===== config.mk =====
export PLATFORM = sky130hd
export DESIGN_NAME = ecp_fifo_window
export DESIGN_NICKNAME = d
export VERILOG_FILES = /design/src/rtl/ecp_win_pkg.sv /design/src/rtl/ecp_byte_fifo.sv /design/src/rtl/ecp_mode_decode.sv /design/src/rtl/ecp_cfg_regs.sv /design/src/rtl/ecp_fifo_window.sv
export SDC_FILE = /design/constraint.sdc
export NUM_CORES = 1
export LEC_CHECK = 0
export BUFFER_PORTS_ARGS = -buffer_cell sky130_fd_sc_hd__buf_4
export CAP_MARGIN = 10
export CORE_MARGIN = 5
export CORE_UTILIZATION = 50
export DETAILED_ROUTE_END_ITERATION = 16
export HOLD_SLACK_MARGIN = 0.12
export PLACE_DENSITY = 0.69
export RECOVER_POWER = 50
export SETUP_SLACK_MARGIN = 0.02
export SLEW_MARGIN = 20
export SYNTH_ARGS = -nofsm -noshare
export SYNTH_HDL_FRONTEND = slang
export SYNTH_HIERARCHICAL = 1
export SYNTH_SLANG_ARGS = --single-unit

===== constraint.sdc =====
create_clock -name clk -period 6.3 [get_ports clk]
set_clock_uncertainty 0.1 [all_clocks]
set_input_delay 0 -clock clk [delete_from_list [all_inputs] [get_ports clk]]
set_output_delay 0 -clock clk [all_outputs]
set_load 0.02 [all_outputs]

===== src/rtl/ecp_win_pkg.sv =====
package ecp_win_pkg;
  localparam int BYTE_W = 8;

  localparam logic [2:0] MODE_DATA = 3'b011;
  localparam logic [2:0] MODE_TEST = 3'b110;
  localparam logic [2:0] MODE_CFG  = 3'b111;

  // Access routing produced by the mode decoder
  typedef struct packed {
    logic host_push;  // host write lands in the FIFO
    logic host_pop;   // host read takes the head byte
    logic fifo_rd;    // read data comes from the FIFO head
    logic cfg_rd;     // read data comes from the capability bytes
    logic eng_in_en;  // engine may fill the FIFO
    logic eng_out_en; // engine may drain the FIFO
  } route_t;
endpackage


===== src/rtl/ecp_byte_fifo.sv =====
module ecp_byte_fifo #(
  parameter int WIDTH = 8,
  parameter int DEPTH = 16
) (
  input  logic             clk,
  input  logic             rst_n,
  input  logic             clr,
  input  logic             push,
  input  logic [WIDTH-1:0] push_data,
  input  logic             pop,
  output logic [WIDTH-1:0] head,
  output logic             full,
  output logic             empty
);
  localparam int PTR_W = (DEPTH > 1) ? $clog2(DEPTH) : 1;
  localparam int CNT_W = $clog2(DEPTH + 1);
  localparam logic [CNT_W-1:0] CNT_MAX = CNT_W'(DEPTH);
  localparam logic [PTR_W-1:0] PTR_LAST = PTR_W'(DEPTH - 1);

  logic [WIDTH-1:0] mem [DEPTH];
  logic [PTR_W-1:0] wr_ptr_q, rd_ptr_q;
  logic [CNT_W-1:0] count_q;
  logic             do_push, do_pop;

  assign full    = (count_q == CNT_MAX);
  assign empty   = (count_q == '0);
  assign do_push = push && !full && !clr;
  assign do_pop  = pop && !empty && !clr;
  assign head    = mem[rd_ptr_q];

  always_ff @(posedge clk) begin
    if (do_push) mem[wr_ptr_q] <= push_data;
  end

  always_ff @(posedge clk or negedge rst_n) begin
    if (!rst_n) begin
      wr_ptr_q <= '0;
      rd_ptr_q <= '0;
      count_q  <= '0;
    end else if (clr) begin
      wr_ptr_q <= '0;
      rd_ptr_q <= '0;
      count_q  <= '0;
    end else begin
      if (do_push) wr_ptr_q <= (wr_ptr_q == PTR_LAST) ? '0 : wr_ptr_q + 1'b1;
      if (do_pop)  rd_ptr_q <= (rd_ptr_q == PTR_LAST) ? '0 : rd_ptr_q + 1'b1;
      case ({do_push, do_pop})
        2'b10:   count_q <= count_q + 1'b1;
        2'b01:   count_q <= count_q - 1'b1;
        default: count_q <= count_q;
      endcase
    end
  end

  // push into a full FIFO leaves it full with the write pointer still
  a_r3_no_overflow: assert property (@(posedge clk) disable iff (!rst_n)
    full && push && !pop && !clr |=> full && $stable(wr_ptr_q));

  // pop from an empty FIFO leaves it empty
  a_r3_no_underrun: assert property (@(posedge clk) disable iff (!rst_n)
    empty && pop && !push && !clr |=> empty && $stable(rd_ptr_q));

  // clear empties the storage on the next cycle
  a_r8_clear_empties: assert property (@(posedge clk) disable iff (!rst_n)
    clr |=> empty);

  // an accepted lone push raises the fill count by one
  a_r1_push_counts: assert property (@(posedge clk) disable iff (!rst_n)
    push && !pop && !full && !clr |=> count_q == $past(count_q) + 1'b1);
endmodule


===== src/rtl/ecp_mode_decode.sv =====
module ecp_mode_decode
  import ecp_win_pkg::*;
(
  input  logic       clk,
  input  logic       rst_n,
  input  logic [2:0] mode,
  input  logic       dir_rev,
  input  logic       acc_fire,
  input  logic       acc_wr,
  input  logic       acc_addr,
  output route_t     route,
  output logic       pd_undef
);
  logic is_data, is_test, is_cfg, fifo_wr_ok, fifo_rd_ok;

  assign is_data = (mode == MODE_DATA);
  assign is_test = (mode == MODE_TEST);
  assign is_cfg  = (mode == MODE_CFG);

  // Test mode ignores direction; data mode follows it
  assign fifo_wr_ok = is_test || (is_data && !dir_rev);
  assign fifo_rd_ok = is_test || (is_data && dir_rev);

  always_comb begin
    route            = '0;
    route.fifo_rd    = fifo_rd_ok && !acc_addr;
    route.cfg_rd     = is_cfg;
    route.host_push  = acc_fire && acc_wr && !acc_addr && fifo_wr_ok;
    route.host_pop   = acc_fire && !acc_wr && !acc_addr && fifo_rd_ok;
    route.eng_in_en  = is_data && dir_rev;
    route.eng_out_en = is_data && !dir_rev;
  end

  assign pd_undef = is_test && !dir_rev;

  // undefined pin marker only in forward test mode
  a_r9_undef_only_fwd_test: assert property (@(posedge clk) disable iff (!rst_n)
    pd_undef |-> (mode == MODE_TEST) && !dir_rev);

  // the engine is never enabled outside data mode
  a_r2_engine_only_data: assert property (@(posedge clk) disable iff (!rst_n)
    (route.eng_in_en || route.eng_out_en) |-> (mode == MODE_DATA));
endmodule


===== src/rtl/ecp_cfg_regs.sv =====
module ecp_cfg_regs
  import ecp_win_pkg::*;
(
  input  logic              sel_b,
  input  logic              cfg_flag,
  input  logic              irq_level,
  input  logic [2:0]        irq_sel,
  input  logic [2:0]        dma_sel,
  output logic [BYTE_W-1:0] cfg_byte
);
  localparam logic [3:0] A_HIGH = 4'b0001;
  localparam logic [2:0] A_LOW  = 3'b100;

  logic [BYTE_W-1:0] reg_a, reg_b;

  assign reg_a    = {A_HIGH, cfg_flag, A_LOW};
  assign reg_b    = {1'b0, irq_level, irq_sel, dma_sel};
  assign cfg_byte = sel_b ? reg_b : reg_a;
endmodule


===== src/rtl/ecp_fifo_window.sv =====
module ecp_fifo_window
  import ecp_win_pkg::*;
#(
  parameter int DEPTH = 16
) (
  input  logic              clk,
  input  logic              rst_n,
  input  logic [2:0]        mode,
  input  logic              dir_rev,
  input  logic              host_valid,
  output logic              host_ready,
  input  logic              host_wr,
  input  logic              host_addr,
  input  logic [BYTE_W-1:0] host_wdata,
  output logic              rsp_valid,
  output logic [BYTE_W-1:0] rsp_data,
  input  logic              eng_in_valid,
  output logic              eng_in_ready,
  input  logic [BYTE_W-1:0] eng_in_data,
  output logic              eng_out_valid,
  input  logic              eng_out_ready,
  output logic [BYTE_W-1:0] eng_out_data,
  output logic              fifo_full,
  output logic              fifo_empty,
  output logic              pd_undef,
  input  logic              cfg_flag,
  input  logic              irq_level,
  input  logic [2:0]        irq_sel,
  input  logic [2:0]        dma_sel
);
  route_t            route;
  logic              acc_fire, mode_chg, eng_push, eng_pop;
  logic              fifo_push, fifo_pop;
  logic [2:0]        mode_q;
  logic [BYTE_W-1:0] head, cfg_byte, push_byte, rd_byte;

  assign acc_fire = host_valid && host_ready;
  assign mode_chg = (mode != mode_q);

  ecp_mode_decode u_decode (
    .clk      (clk),
    .rst_n    (rst_n),
    .mode     (mode),
    .dir_rev  (dir_rev),
    .acc_fire (acc_fire),
    .acc_wr   (host_wr),
    .acc_addr (host_addr),
    .route    (route),
    .pd_undef (pd_undef)
  );

  ecp_cfg_regs u_cfg (
    .sel_b     (host_addr),
    .cfg_flag  (cfg_flag),
    .irq_level (irq_level),
    .irq_sel   (irq_sel),
    .dma_sel   (dma_sel),
    .cfg_byte  (cfg_byte)
  );

  assign eng_in_ready  = route.eng_in_en && !fifo_full;
  assign eng_out_valid = route.eng_out_en && !fifo_empty;
  assign eng_out_data  = head;
  assign eng_push      = eng_in_valid && eng_in_ready;
  assign eng_pop       = eng_out_valid && eng_out_ready;

  assign fifo_push = route.host_push || eng_push;
  assign fifo_pop  = route.host_pop || eng_pop;
  assign push_byte = route.eng_in_en ? eng_in_data : host_wdata;

  ecp_byte_fifo #(.WIDTH(BYTE_W), .DEPTH(DEPTH)) u_fifo (
    .clk       (clk),
    .rst_n     (rst_n),
    .clr       (mode_chg),
    .push      (fifo_push),
    .push_data (push_byte),
    .pop       (fifo_pop),
    .head      (head),
    .full      (fifo_full),
    .empty     (fifo_empty)
  );

  always_comb begin
    if (route.fifo_rd)     rd_byte = fifo_empty ? '0 : head;
    else if (route.cfg_rd) rd_byte = cfg_byte;
    else                   rd_byte = '0;
  end

  always_ff @(posedge clk or negedge rst_n) begin
    if (!rst_n) begin
      mode_q     <= '0;
      host_ready <= 1'b0;
      rsp_valid  <= 1'b0;
      rsp_data   <= '0;
    end else begin
      mode_q     <= mode;
      host_ready <= 1'b1;
      rsp_valid  <= acc_fire && !host_wr;
      if (acc_fire && !host_wr) rsp_data <= rd_byte;
    end
  end

  // every accepted read is answered on the next edge
  a_r10_read_answered: assert property (@(posedge clk) disable iff (!rst_n)
    acc_fire && !host_wr |=> rsp_valid);

  // a write produces no response
  a_r10_write_silent: assert property (@(posedge clk) disable iff (!rst_n)
    acc_fire && host_wr |=> !rsp_valid);

  // test mode never hands bytes to or from the engine
  a_r2_test_no_engine: assert property (@(posedge clk) disable iff (!rst_n)
    (mode == MODE_TEST) |-> !eng_in_ready && !eng_out_valid);

  // a mode change leaves the FIFO empty
  a_r8_mode_change_clears: assert property (@(posedge clk) disable iff (!rst_n)
    mode_chg |=> fifo_empty);
endmodule


### After elaboration in Yosys (flattened, before gate mapping)

Memory sizes are Yosys's and may differ from the RTL's.
Cells that the tools add are included.

| storage, ports and cells | value |
|---|---|
| register bits | 26 |
| memories kept | 1 |
| RAM bits | 128 |

Memories:

| name | depth | bits a word | rd ports | clocked after Yosys merged registers in | wr ports | RTL line | RTL |
|---|---|---|---|---|---|---|---|
| u_fifo.mem | 16 | 8 | 1 | 0 | 1 | ecp_byte_fifo.sv:20 | `logic [WIDTH-1:0] mem [DEPTH];` |

| operators by class | value |
|---|---|
| reduce and logical (&&, ||, !) cells | 33 |
| equal/unequal tests | 9 |
| add/subtract/negate cells | 4 |
| multiplexer cells | 15 |

Operators by type and width:

| operator | number |
|---|---|
| 8-bit 2-to-1 mux | 4 |
| 4-bit 2-to-1 mux | 6 |
| 1-bit logical AND | 19 |
| 5-bit case mux with 2 select lines | 1 |
| 4-bit by 1-bit adder with 4-bit output, second input constant | 2 |
| 4-bit equality test, second input constant | 2 |
| 7-bit 2-to-1 mux | 1 |
| 3-bit equality test, second input constant | 2 |
| 1-bit logical NOT | 6 |
| 5-bit by 1-bit adder with 5-bit output, second input constant | 1 |
| 5-bit equality test, second input constant | 1 |
| 5-bit logical NOT | 1 |
| 5-bit 2-to-1 mux | 1 |
| 5-bit by 1-bit subtractor with 5-bit output, second input constant | 1 |
| 1-bit logical OR | 4 |
| 2-bit nonzero test | 2 |
| 3-bit by 2-bit equality test with 1-bit output, second input constant | 1 |
| 3-bit inequality test | 1 |
| 3-bit nonzero test | 1 |
| 2-bit by 1-bit equality test with 1-bit output, second input constant | 1 |
| 2-bit equality test, second input constant | 1 |
| 1-bit 2-to-1 mux | 2 |

### Longest topological paths before layout

Gate-level depths: netlist of run 1.

| logic depth | value |
|---|---|
| depth in word-level cells | 10 |
| gate-level depth with buffers | 14 |

### Cells and area by module

The synthesis of run 1 kept the hierarchy.

By module, submodules not included:

| module | times used | sequential area each (sq um) | cells an instance | area an instance (sq um) |
|---|---|---|---|---|
| ecp_byte_fifo | 1 | 4169.0 | 356 | 5870.6 |
| ecp_fifo_window | 1 | 325.3 | 63 | 698.2 |
| ecp_mode_decode | 1 | 0.0 | 15 | 102.6 |
| ecp_cfg_regs | 1 | 0.0 | 9 | 68.8 |

### Worst setup path after synthesis of run 1

Ideal clock, no wire load.

| path | value |
|---|---|
| path kind | flip-flop to flip-flop |
| start | register u_fifo.count_q[1] |
| end | register u_fifo.count_q[3] |
| stages on the path, launching flop included | 15 |
| data arrival time | 3520 ps |
| library setup time | 125 ps |
| slack | 2555 ps |
| cells stage by stage | dfrtp_1 -> or4_1 -> clkbuf_2 -> nor2_1 -> and2b_2 -> a21o_2 -> o21ai_0 -> or3_1 -> inv_1 -> ha_1 -> a21o_2 -> a21oi_1 -> xor2_1 -> nor2_1 -> mux2_2 |

| on the way | value |
|---|---|
| word-level cells in the longest chain between the ends | 10 |
| elaborated cells between the ends (all ways) | 21 |

Ends and longest elaborated chain:

| item | RTL line | RTL |
|---|---|---|
| start, declared | ecp_byte_fifo.sv:22 | `logic [CNT_W-1:0] count_q;` |
| start signal, assigned | ecp_byte_fifo.sv:48 | `2'b10: count_q <= count_q + 1'b1;` |
| start signal, assigned | ecp_byte_fifo.sv:49 | `2'b01: count_q <= count_q - 1'b1;` |
| start signal, assigned | ecp_byte_fifo.sv:50 | `default: count_q <= count_q;` |
| 5-bit logical NOT (*) | ecp_byte_fifo.sv:26 | `assign empty = (count_q == '0);` |
| named net fifo_empty | ecp_fifo_window.sv:24 | `output logic fifo_empty,` |
| 1-bit logical NOT (*) | ecp_fifo_window.sv:62 | `assign eng_out_valid = route.eng_out_en && !fifo_empty;` |
| 1-bit logical AND (*) | ecp_fifo_window.sv:62 |  |
| named net eng_out_valid | ecp_fifo_window.sv:20 | `output logic eng_out_valid,` |
| 1-bit logical AND (*) | ecp_fifo_window.sv:65 | `assign eng_pop = eng_out_valid && eng_out_ready;` |
| 1-bit logical OR (*) | ecp_fifo_window.sv:68 | `assign fifo_pop = route.host_pop \|\| eng_pop;` |
| named net fifo_pop | ecp_fifo_window.sv:33 | `logic fifo_push, fifo_pop;` |
| 1-bit logical AND (*) (2 in series) | ecp_byte_fifo.sv:28 | `assign do_pop = pop && !empty && !clr;` |
| 2-bit by 1-bit equality test with 1-bit output / 2-bit equality test (equally long branches) | ecp_byte_fifo.sv:47 | `case ({do_push, do_pop})` |
| 5-bit case mux with 2 select lines | ecp_byte_fifo.sv:47 |  |
| 5-bit 2-to-1 mux | ecp_byte_fifo.sv:40 | `end else if (clr) begin` |

The timed path passes the listed nets; every way through them passes the cells marked *.
A chain may end at the register's enable or synchronous reset.

==> metrics.yaml, run 1 <==
cts_root_buffer: "clkbuf_16"
grt_pass1_vias: 4199
cts_sinks: 154
num_antenna_cells: 0
power_w: 0.00220
reg2reg_from: "u_fifo/count_q[1]"
drtIter0Drc: 398
cp.arrival_ps: 5210
status: "finished, violations left"
gp_congestion: 0.857
fin_crit_sh_pct: 78.6
hold_viol: 0
maxSlewHeadroom_pct: -7.24
leakage_nw: 2.83
ant_nets: 0
antenna_found_initial: 0
num_io_pins: 58
gr-total-overflow: 0
ir_worst_vdd_mv: 0.339
maxSlewViolCount: 27
core.rowCount: 42
synthFlopType: "edfxtp_1"
holdPathEnd: "u_fifo/rd_ptr_q[1]"
chipHeight_um: 126
core_um2: 13200
maxCapViolCount: 1
async_reset_ff_share_pct: 16.9
hpwlAfterDp_um: 9720
clk_path_buf_depth: 2
htreeDepth: 4
port_buffers: 57
synthDistinctLibCells: 55
start_util_pct: 50.9
ys_seq_area_share_pct: 66.7
wl_per_cell_um: 21.2
synth_area_per_cell_um2: 15.2
synth_edf_count: 128
post-place-ws_ps: 2320
clk_pin_slew_ps: 60
tightest_slew_ps: 1610
hold_buffers: 38
finalCriticalPeriod_ps: 4950
rsz0062_at_grt: "false"
cts_tree: "built"
r2r_slack_ps: 1810
synth_nets: 487
ctsResizeCount: 0
finalSetupViolCount: 0
hp-class: "primary input to flip-flop"
r2r_cells: 13
synth-warning-count: 6
ys_ff_latch: 154
cp_max_fo: 9
syn_to_final_growth_pct: 21.2
numCtsBuffers: 17
drc_errors: 0
dr.pass1.iters: 5
hp-start: "host_wr"
p_per_area_nw_per_um2: 269
wirelength_um: 15300
grtUsageTotal_pct: 19.9
synth_cells: 443
start_kind: "primary input"
die_w_um: 126
grt_pass1_wl_um: 23900
drive_above_1_share_pct: 20.5
clk_latency_ps: 420
violations: "max-capacitance violations, max-slew violations"
cp-end-kind: "flip-flop"
setup_slack_ps: 1350
regToRegEndpoint: "u_fifo/count_q[4]"
max_freq_mhz: 202
nNetsFinal: 578
fin_tns_setup_ps: 0
synth_area_um2: 6740
via_per_inst: 5.71
crit_required_ps: 6560
crit_type: "primary input to flip-flop"
vias: 4128
grt_max_degree: 38
fp.dieArea_um2: 15900
post_cts_buffers: 0
hold_depth: 6
sequential cells by signal, summed over array words and instances (netlist names):
| register | flops |
|---|---|
| rsp_data | 8 |
| mode_q | 3 |
| u_fifo/rd_ptr_q | 4 |
| u_fifo/wr_ptr_q | 4 |
| host_ready | 1 |
| u_fifo/mem | 128 |
| rsp_valid | 1 |
| u_fifo/count_q | 5 |
worst max-delay path, cell delays in order:
cell           delay [ps]
dlygate4sd3_1         540
clkbuf_1              250
nand2_1               140
nor3b_2               840
and2b_1               240
a21o_1                260
a21boi_0              860
or3_1                 260
inv_1                  80
ha_1                  330
nand2b_1               60
a21oi_1               300
mux2i_1               230
a32oi_1                70
a21oi_1               160
dlygate4sd3_1         580
metrics by stage:
step	area (µm²)	hold slack (ps)	utilization, %	cells
2_1_floorplan	6740	-396	-	443
3_3_place_gp	7270	-159	54.9	653
3_5_place_dp	7280	-159	55.0	653
4_1_cts	8240	121	62.2	723
5_1_grt	8170	226	61.7	723
6_report	8170	208	61.7	723
where the power goes:
part | switching (W) | internal [W] | total [W]
combinational | 0.0000580 | 0.0000445 | 0.000103
sequential | 0.00000382 | 0.00111 | 0.00112
clock | 0.000398 | 0.000583 | 0.000981
total | 0.000460 | 0.00174 | 0.00220
synth_stat cells, drive strengths merged (8+ instances only):
library cell | count | area, µm²
nor2 | 28 | 108
buf | 15 | 92.6
inv | 9 | 33.8
mux2i | 33 | 330
ha | 8 | 100
a22oi | 17 | 128
o21ai | 18 | 90.1
clkbuf | 9 | 35.0
mux2 | 14 | 161
edfxtp | 128 | 3840
nand2 | 30 | 113
a21oi | 10 | 50.1
a221oi | 16 | 140
dfrtp | 26 | 651
mux4 | 16 | 360
cells by family (layout without fill, tap and decap cells):
group	count (synthesis)	in the layout	share of synthesized area (%)
AOI/OAI and AO/OA	76	76	7.96
xor gates and xnor gates	7	7	0.910
adders and majority gates	9	9	1.78
buffers and inverters	34	138	2.52
DFF	154	154	66.7
muxes	63	63	12.6
other	2	2	0.111
and+or+nand+nor	98	98	7.39
worst max-delay path by stage:
stage | endpoint | cells after the start | from
2_1_floorplan | u_fifo/count_q[3] | 14 | u_fifo/count_q[1]
3_3_place_gp | u_fifo/mem[1][0] | 9 | mode[0]
3_5_place_dp | u_fifo/mem[3][2] | 9 | mode[0]
4_1_cts | u_fifo/count_q[4] | 16 | mode[0]
5_1_grt | u_fifo/count_q[4] | 16 | mode[0]
6_report | u_fifo/count_q[4] | 16 | mode[0]
cell usage in the layout (no fill, tap or decap), types with 3 or more instances in the layout:
cell type,n
edfxtp_1,128
buf_4,41
dlygate4sd3_1,37
mux2i_1,33
nand2_1,30
nor2_1,27
dfrtp_1,25
clkbuf_1,18
a22oi_1,17
clkbuf_16,17
a221oi_1,16
mux4_2,16
o21ai_0,11
a21oi_1,10
mux2_2,9
inv_1,9
ha_1,8
o21ai_1,7
nand2b_1,7
clkinv_1,5
mux2_1,4
a21o_1,4
nor2b_1,4
and2_2,4
nor3_2,4
xor2_1,4
xnor2_1,3
clkinv_4,3
inv_6,3
or3_1,3
metal layers:
| layer | GRT usage (%) | part of all wire, % | vias up |
|---|---|---|---|
| li1 | - | - | 1894 |
| met1 | 26.3 | 43 | 2088 |
| met2 | 33.0 | 50 | 133 |
| met3 | 5.46 | 5.5 | 13 |
| met4 | 4.67 | 1.3 | 0 |
| met5 | 0 | 0 | - |
final cells by class:
class                           instances  area, µm²
Clock inverter                         15        148
Fill cell                            1007       5080
Inverter                                9       33.8
Clock buffer                           17        425
Sequential cell                       154       4500
Multi-Input combinational cell        255       2090
Timing Repair Buffer                   97        753
Tap cell                              176        220
Note: power is estimated with default switching activity, not from simulation.
==> run 2: changes to the inputs <==
==> constraint.sdc (replaced) <==
create_clock -name clk -period 4.6 [get_ports clk]
set_clock_uncertainty 0.1 [all_clocks]
set_input_delay 0 -clock clk [delete_from_list [all_inputs] [get_ports clk]]
set_output_delay 0 -clock clk [all_outputs]
set_load 0.02 [all_outputs]
==> metrics.yaml, run 2 (synthesis results as in run 1) <==
status: "finished, final reports clean"
switchingPower_w: 0.000606
ant_nets: 0
wl_per_cell_um: 20.7
largest_reg_flops: 128
placed_cell_area_um2: 7340
ir_worst_vdd_mv: 0.495
dr.pass1.iters: 6
maxCapViolCount: 0
multi_input_area_um2: 2070
clk_latency_ps: 420
holdWs_ps: 210
path_cells: "dlygate4sd3_1 > clkbuf_1 > or3b_1 > a2111oi_2 > a21o_1 > a21boi_1 > nor2b_1 > nand2_1 > nor2_1"
core_um2: 13200
pwr-share-seq_pct: 52.1
drive_above_1_share_pct: 20.7
cts_tree: "built"
grt_pass1_wl_um: 23500
num_antenna_cells: 0
grt_pass1_vias: 4245
ff_latch_area_um2: 4500
chipHeight_um: 126
fp.dieArea_um2: 15900
top_regs: "u_fifo/mem x128, rsp_data x8, u_fifo/count_q x5"
r2r_cells: 12
die_w_um: 126
finalSetupViolCount: 0
hpwlAfterDp_um: 9780
antenna_found_initial: 0
cts_sinks: 154
nNetsFinal: 588
setup_slack_ps: 705
wirelength_um: 15200
tightest_slew_ps: 1430
clk_pin_slew_ps: 60
ctsResizeCount: 0
syn_to_final_growth_pct: 21.6
grt_max_degree: 28
p_comb_share_pct: 4.7
slowest_delay_ps: 770
core.rowCount: 42
max_freq_mhz: 257
holdPathEnd: "u_fifo/rd_ptr_q[1]"
hold_depth: 6
cp_max_fo: 9
drtIter0Drc: 325
regMostFlops: "u_fifo/mem"
grtUsageTotal_pct: 19.6
leakage_nw: 2.83
path_delay_family: "simple AND/OR/NAND/NOR gates"
cp-end-kind: "flip-flop"
drc_errors: 0
crit_type: "primary input to flip-flop"
fillCellCount: 1012
start_util_pct: 50.9
p_int_w: 0.00233
p_per_area_nw_per_um2: 358
regToRegEndpoint: "u_fifo/count_q[4]"
numCtsBuffers: 17
gr-total-overflow: 0
reg2reg_from: "u_fifo/count_q[0]"
hp-start: "host_wr"
cts_root_buffer: "clkbuf_16"
post-place-ws_ps: 784
final_area_um2: 8200
maxSlewHeadroom_pct: 4.42
vias: 4143
pwr-share-clk_pct: 43.1
utilization_pct: 61.9
start_kind: "primary input"
swShare_pct: 20.7
finalCriticalPeriod_ps: 3890
r2r_slack_ps: 790
hold_viol: 0
hp-class: "primary input to flip-flop"
cp.arrival_ps: 3840
port_buffers: 57
maxSlewViolCount: 0
htreeDepth: 4
num_io_pins: 58
fin_tns_setup_ps: 0
via_per_inst: 5.66
rsz0062_at_grt: "false"
worst_path_max_delay_cell: "nor2_1"
fin_crit_sh_pct: 84.7
gp_congestion: 0.862
crit_required_ps: 4540
final_cell_mix: "edfxtp_1 (128), buf_4 (46), dlygate4sd3_1 (40), mux2i_1 (33), nand2_1 (30)"
clk_path_buf_depth: 2
path_buf_inv: 2
layout_commonest_cell: "edfxtp_1"
==> run 2: cell types whose count changed in the layout (fill, tap and decap cells not counted), moves of 4 or more <==
cell and change:
buf_4 +5, clkbuf_1 +4, nor3_2 -4, nor3_1 +4
clkinv_1 -5
==> run 2: power groups by stage <==
stage | clock [W] | sequential, W | combinational [W]
2_1_floorplan | 0 | 0.00156 | 0.0000553
3_3_place_gp | 0 | 0.00156 | 0.000114
3_5_place_dp | 0 | 0.00156 | 0.000118
4_1_cts | 0.00128 | 0.00153 | 0.000149
5_1_grt | 0.00135 | 0.00153 | 0.000153
6_report | 0.00127 | 0.00153 | 0.000139
==> run 2: timing repair <==
item,4_1_cts,5_1_grt
hold buffers,41,0
hold endpoints to repair,175,0
buffers inserted,0,0
==> run 2: worst max path at each step <==
stage	endpoint	depth (start not counted)	from	slack, ps
after floorplan	u_fifo/count_q[3]	14	u_fifo/count_q[1]	860
after global placement	u_fifo/count_q[3]	13	u_fifo/count_q[1]	990
after detailed placement	u_fifo/count_q[4]	12	u_fifo/count_q[0]	780
after CTS	u_fifo/count_q[4]	12	u_fifo/count_q[0]	790
after global routing	u_fifo/count_q[4]	12	u_fifo/count_q[0]	420
final	u_fifo/mem[14][5]	9	mode[0]	710
==> run 2: final cells by class <==
class / instances / area share (%)
clock buffers: 20 / 5.33
clock inverters: 11 / 1.22
inverters: 9 / 0.412
multi-input cells: 255 / 25.2
flip-flops and latches: 154 / 54.8
well taps: 176 / 2.69
repair buffers: 107 / 10.3
==> run 2: per-layer routing <==
| layer | track usage [%] | wire length, µm | part of all wire, % |
|---|---|---|---|
| met1 | 25.3 | 6290 | 41 |
| met2 | 32.4 | 7540 | 50 |
| met3 | 4.83 | 1030 | 6.8 |
| met4 | 7.38 | 321 | 2.1 |
| met5 | 0 | 0 | 0 |
==> run 2: worst min-delay path, stage by stage <==
cell and delay [ps]:
buf_4 90, a2111oi_0 60, a21o_2 240, o21a_1 150, nand2_1 70, a21oi_1 60
==> run 2: through the flow <==
| step | std cells | total power [W] |
|---|---|---|
| after CTS | 732 | 0.00296 |
| after floorplan | 443 | 0.00162 |
| after global routing | 732 | 0.00303 |
| final | 732 | 0.00293 |
| after global placement | 660 | 0.00167 |
| after detailed placement | 660 | 0.00168 |
